### config.mk
export PLATFORM = sky130hd
export DESIGN_NAME = i2c_chan_sel
export DESIGN_NICKNAME = d
export VERILOG_FILES = /design/src/rtl/i2c_chan_sel.sv
export SDC_FILE = /design/constraint.sdc
export NUM_CORES = 1
export LEC_CHECK = 0
export BUFFER_PORTS_ARGS = -buffer_cell sky130_fd_sc_hd__buf_2
export CAP_MARGIN = 20
export CORE_AREA = 5 5 65 90
export CTS_CLUSTER_SIZE = 30
export DETAILED_ROUTE_END_ITERATION = 8
export DIE_AREA = 0 0 70 95
export GPL_TIMING_DRIVEN = 0
export SLEW_MARGIN = 20
export SYNTH_ARGS = -nofsm -noshare
export SYNTH_HDL_FRONTEND = slang
export SYNTH_SLANG_ARGS = --single-unit
### constraint.sdc
create_clock -name clk -period 2.19 [get_ports clk]
set_clock_uncertainty 0.1 [all_clocks]
set_input_delay 0 -clock clk [delete_from_list [all_inputs] [get_ports clk]]
set_output_delay 0 -clock clk [all_outputs]
set_load 0.01 [all_outputs]
### src/rtl/i2c_chan_sel.sv
module i2c_chan_sel #(
  parameter logic [3:0] ADDR_HI = 4'b1110,
  parameter int NCH = 4
) (
  input  logic           clk,
  input  logic           rst_n,
  input  logic           scl_i,
  input  logic           sda_i,
  input  logic [2:0]     addr_strap,
  output logic           sda_pull,
  output logic [NCH-1:0] chan_en
);
  typedef enum logic [2:0] {S_IDLE, S_ADDR, S_AACK, S_WR, S_WACK, S_RD, S_RACK} st_t;

  logic [2:0] scl_p, sda_p;
  st_t        st;
  logic [3:0] cnt;
  logic [7:0] sh, tx, ctrl;
  logic       rw, mack;

  always_ff @(posedge clk or negedge rst_n)
    if (!rst_n) begin
      scl_p <= 3'b111;
      sda_p <= 3'b111;
    end else begin
      scl_p <= {scl_p[1:0], scl_i};
      sda_p <= {sda_p[1:0], sda_i};
    end

  wire scl      = scl_p[1];
  wire sda      = sda_p[1];
  wire scl_rise = scl & ~scl_p[2];
  wire scl_fall = ~scl & scl_p[2];
  wire start    = scl & scl_p[2] & sda_p[2] & ~sda;
  wire stop     = scl & scl_p[2] & ~sda_p[2] & sda;
  wire addr_hit = sh[7:1] == {ADDR_HI, addr_strap};

  always_ff @(posedge clk or negedge rst_n)
    if (!rst_n) begin
      st <= S_IDLE;
      cnt <= '0;
      sh <= '0;
      tx <= '0;
      ctrl <= '0;
      rw <= 1'b0;
      mack <= 1'b0;
      sda_pull <= 1'b0;
      chan_en <= '0;
    end else if (start) begin
      st <= S_ADDR;
      cnt <= '0;
      sda_pull <= 1'b0;
    end else if (stop) begin
      st <= S_IDLE;
      sda_pull <= 1'b0;
      chan_en <= ctrl[NCH-1:0];
    end else begin
      case (st)
        S_ADDR, S_WR: begin
          if (scl_rise) begin
            sh <= {sh[6:0], sda};
            cnt <= cnt + 4'd1;
          end else if (scl_fall && cnt == 4'd8) begin
            if (st == S_ADDR) begin
              if (addr_hit) begin
                rw <= sh[0];
                sda_pull <= 1'b1;
                st <= S_AACK;
              end else begin
                st <= S_IDLE;
              end
            end else begin
              ctrl <= sh;
              sda_pull <= 1'b1;
              st <= S_WACK;
            end
          end
        end
        S_AACK, S_RACK: begin
          if (scl_rise) begin
            mack <= ~sda;
          end else if (scl_fall) begin
            if ((st == S_AACK && rw) || (st == S_RACK && mack)) begin
              sda_pull <= ~ctrl[7];
              tx <= {ctrl[6:0], 1'b0};
              cnt <= 4'd1;
              st <= S_RD;
            end else if (st == S_AACK) begin
              sda_pull <= 1'b0;
              cnt <= '0;
              st <= S_WR;
            end else begin
              sda_pull <= 1'b0;
              st <= S_IDLE;
            end
          end
        end
        S_WACK: begin
          if (scl_fall) begin
            sda_pull <= 1'b0;
            cnt <= '0;
            st <= S_WR;
          end
        end
        S_RD: begin
          if (scl_fall) begin
            if (cnt == 4'd8) begin
              sda_pull <= 1'b0;
              st <= S_RACK;
            end else begin
              sda_pull <= ~tx[7];
              tx <= {tx[6:0], 1'b0};
              cnt <= cnt + 4'd1;
            end
          end
        end
        default: sda_pull <= 1'b0;
      endcase
    end
endmodule


==> out/metrics.yaml <==
min_path_type: "in -> reg"
clkPwrFrac_pct: 21.1
diodes: 0
final_cell_count_no_fill: 281
slew_violations: 0
dr_wl_met3_microns: 105
m1WireLength_microns: 1780
ant_nets: 0
top_layer: "met4"
crit_fanout: 6
critPathKind: "reg -> reg"
fp.coreArea_sq_mm: 0.00504
synthDistinctLibCells: 48
die_h_microns: 95
vias_per_cell: 5.46
final_hold_viol_count: 0
syn_inst: 186
synth-seq-cells: 43
tightest_slew_ps: 951
grt_pass1_vias: 1615
switching_share_pct: 35.7
clock_latency_ps: 290
synth_edf_count: 0
place.gp.congestion: 0.833
ys_async_sr_fraction_pct: 100
cts_buffers: 5
yosys_warnings: 0
multiInputGateArea_sq_um: 1000
period_share_pct: 97.0
drive_gt1_share_pct: 31.2
pwr-share-comb_pct: 37.7
seq_power_share_pct: 41.3
dr.pass1.iters: 4
placed_cells_incl_taps: 263
fp.dieArea_sq_mm: 0.00665
final_nets: 223
clk_pin_slew_worst_paths_ps: 80
max_clock_freq_mhz: 471
max_cap_viol_count: 0
timing.final.ws_setup_ps: 65.4
final-setup-viol-count: 0
powerDensity_mw_per_mm2: 1020
regArea_sq_mm: 0.00108
drc: 0
cts_buffer_depth: 2
synth_area_sq_mm: 0.00214
cp-end-kind: "flop"
placementRows: 31
initial_core_util_pct: 42.5
cp_data_arrival_time_ps: 2200
io_pins: 12
ys_seq_area_share_pct: 50.6
fin_crit_ps: 2120
required_ps: 2270
final_util_pct: 49.0
place_hpwl_microns: 3040
dr_wl_met2_microns: 2270
drt-initial-drc-count: 50
cts.sinks: 43
syn_avg_cell_area_sq_um: 11.5
fill_cells: 483
ys.flop_type: "dfrtp_1"
post-place-ws_ps: -46.5
vdd_ir_drop_max_uv: 514
power_leakage_nw: 1.18
synthesis.nets: 195
max-slew-margin-rel_pct: 36.6
grt_pass1_wl_microns: 7490
wl_microns: 4310
cts_tree: "built"
overflow: 0
outcome: "finished clean"
antenna_found_initial: 0
p_int_mw: 1.62
track_usage_pct: 14.3
grt_max_degree: 44
cts-htree-levels: 2
port_buffers: 11
areaGrowthSynthToFinish_pct: 15.5
p_sw_mw: 0.899
die_w_microns: 70
rsz0062_at_grt: "no"
wl_per_cell_microns: 15.4
vias: 1534
start_kind: "flop"
clockRootBuffer: "clkbuf_8"
==> cell usage in the layout, fill, tap and decap left out, drive strengths merged, types with 5 or more instances in the layout <==
master | Yosys | layout
nand3 | 6 | 6
nor2 | 8 | 8
o21ai | 13 | 13
clkbuf | 1 | 9
nor3 | 5 | 5
mux2i | 6 | 6
buf | 8 | 25
dfstp | 6 | 6
dfrtp | 37 | 37
nand2 | 15 | 15
inv | 6 | 6
mux2 | 23 | 23
==> power groups by stage <==
stage               Clock (mW)  Sequential [mW]  Combinational (mW)
finish                   0.531             1.04               0.947
global route             0.586             1.06                1.05
CTS                      0.549             1.04               0.914
detailed placement           0             1.05               0.888
global placement             0             1.04               0.874
floorplan                    0             1.01               0.722
==> cell usage after synthesis (all sizes together) (2+ instances only) <==
| library cell | number | area, sq um |
|---|---|---|
| a21oi | 4 | 20.0 |
| a31oi | 2 | 12.5 |
| a32o | 4 | 40.0 |
| and2 | 2 | 12.5 |
| buf | 8 | 40.0 |
| dfrtp | 37 | 926 |
| dfstp | 6 | 158 |
| ha | 2 | 25.0 |
| inv | 6 | 22.5 |
| mux2 | 23 | 259 |
| mux2i | 6 | 60.1 |
| nand2 | 15 | 56.3 |
| nand2b | 4 | 25.0 |
| nand3 | 6 | 30.0 |
| nand4b | 3 | 41.3 |
| nor2 | 8 | 30.0 |
| nor2b | 2 | 12.5 |
| nor3 | 5 | 30.0 |
| nor3b | 2 | 26.3 |
| o211ai | 2 | 15.0 |
| o21ai | 13 | 65.1 |
| o31ai | 2 | 15.0 |
| xor2 | 4 | 35.0 |
==> timing repair <==
| item | 4_1_cts | 5_1_grt |
|---|---|---|
| setup buffers | 3 | 5 |
| resized for setup | 0 | 4 |
| hold buffers | 3 | 0 |
| pin swaps | 1 | 1 |
| endpoints found under the setup margin | 10 | 4 |
| endpoints found under the hold margin | 39 | 0 |
==> flip-flops by register name (all words and copies together) (netlist names), 3 cells and up <==
name	count
tx	7
cnt	4
scl_p	3
sda_p	3
chan_en	4
ctrl	8
sh	8
st	3
==> routing by layer <==
metal | up-vias | track usage (%)
li1 | 732 | -
met1 | 754 | 15.6
met2 | 33 | 25.3
met3 | 15 | 2.66
met4 | 0 | 9.11
met5 | - | 0
==> final cells by class <==
type | instances | share of cell area, %
clock buffer | 7 | 3.49
multi-input combinational | 128 | 40.4
buffer | 8 | 1.77
timing repair buffer | 22 | 5.87
sequential | 43 | 43.8
clock inverter | 1 | 0.354
inverter | 6 | 0.911
tap | 66 | 3.34
==> worst max-delay path, stage by stage (launching register included) <==
cell and delay, ps:
dfrtp_1 420, inv_1 70, ha_1 140, and3b_1 160, buf_4 140, o22ai_1 100
a311oi_2 330, o21a_2 220, mux2_1 330
==> cell families (layout without fill, tap and decap cells) <==
| logic type | after synthesis | after routing | share of synthesized area (%) |
|---|---|---|---|
| simple gates | 54 | 54 | 15.8 |
| flops | 43 | 43 | 50.6 |
| compound gates | 39 | 39 | 12.8 |
| mux | 29 | 29 | 14.9 |
| buf+inv | 15 | 44 | 3.10 |
| xor+xnor | 4 | 4 | 1.64 |
| fa+ha+maj | 2 | 2 | 1.17 |
==> final timing paths <==
| path | start | to | slack, ps | depth (start not counted) |
|---|---|---|---|---|
| setup / recovery | cnt[0] | st[2] | 70 | 8 |
| hold / removal | addr_strap[0] | rw | 220 | 5 |
| setup reg to reg | cnt[0] | st[2] | 70 | 8 |
| hold reg to reg | scl_p[0] | scl_p[1] | 260 | 0 |
| max in group asynchronous | rst_n | sda_pull | 1110 | 2 |
| min in group asynchronous | rst_n | chan_en[0] | 290 | 2 |
==> through the flow <==
stage	TNS, ps	area (sq um)	hold WS [ps]	total power, mW
after floorplan	0	2140	-396	1.73
after global placement	-128	2280	5.04	1.92
after detailed placement	-183	2280	8.64	1.94
after CTS	0	2430	206	2.50
after global routing	0	2470	250	2.69
final	0	2470	219	2.52
No activity file was read; power rests on OpenSTA's default activity.
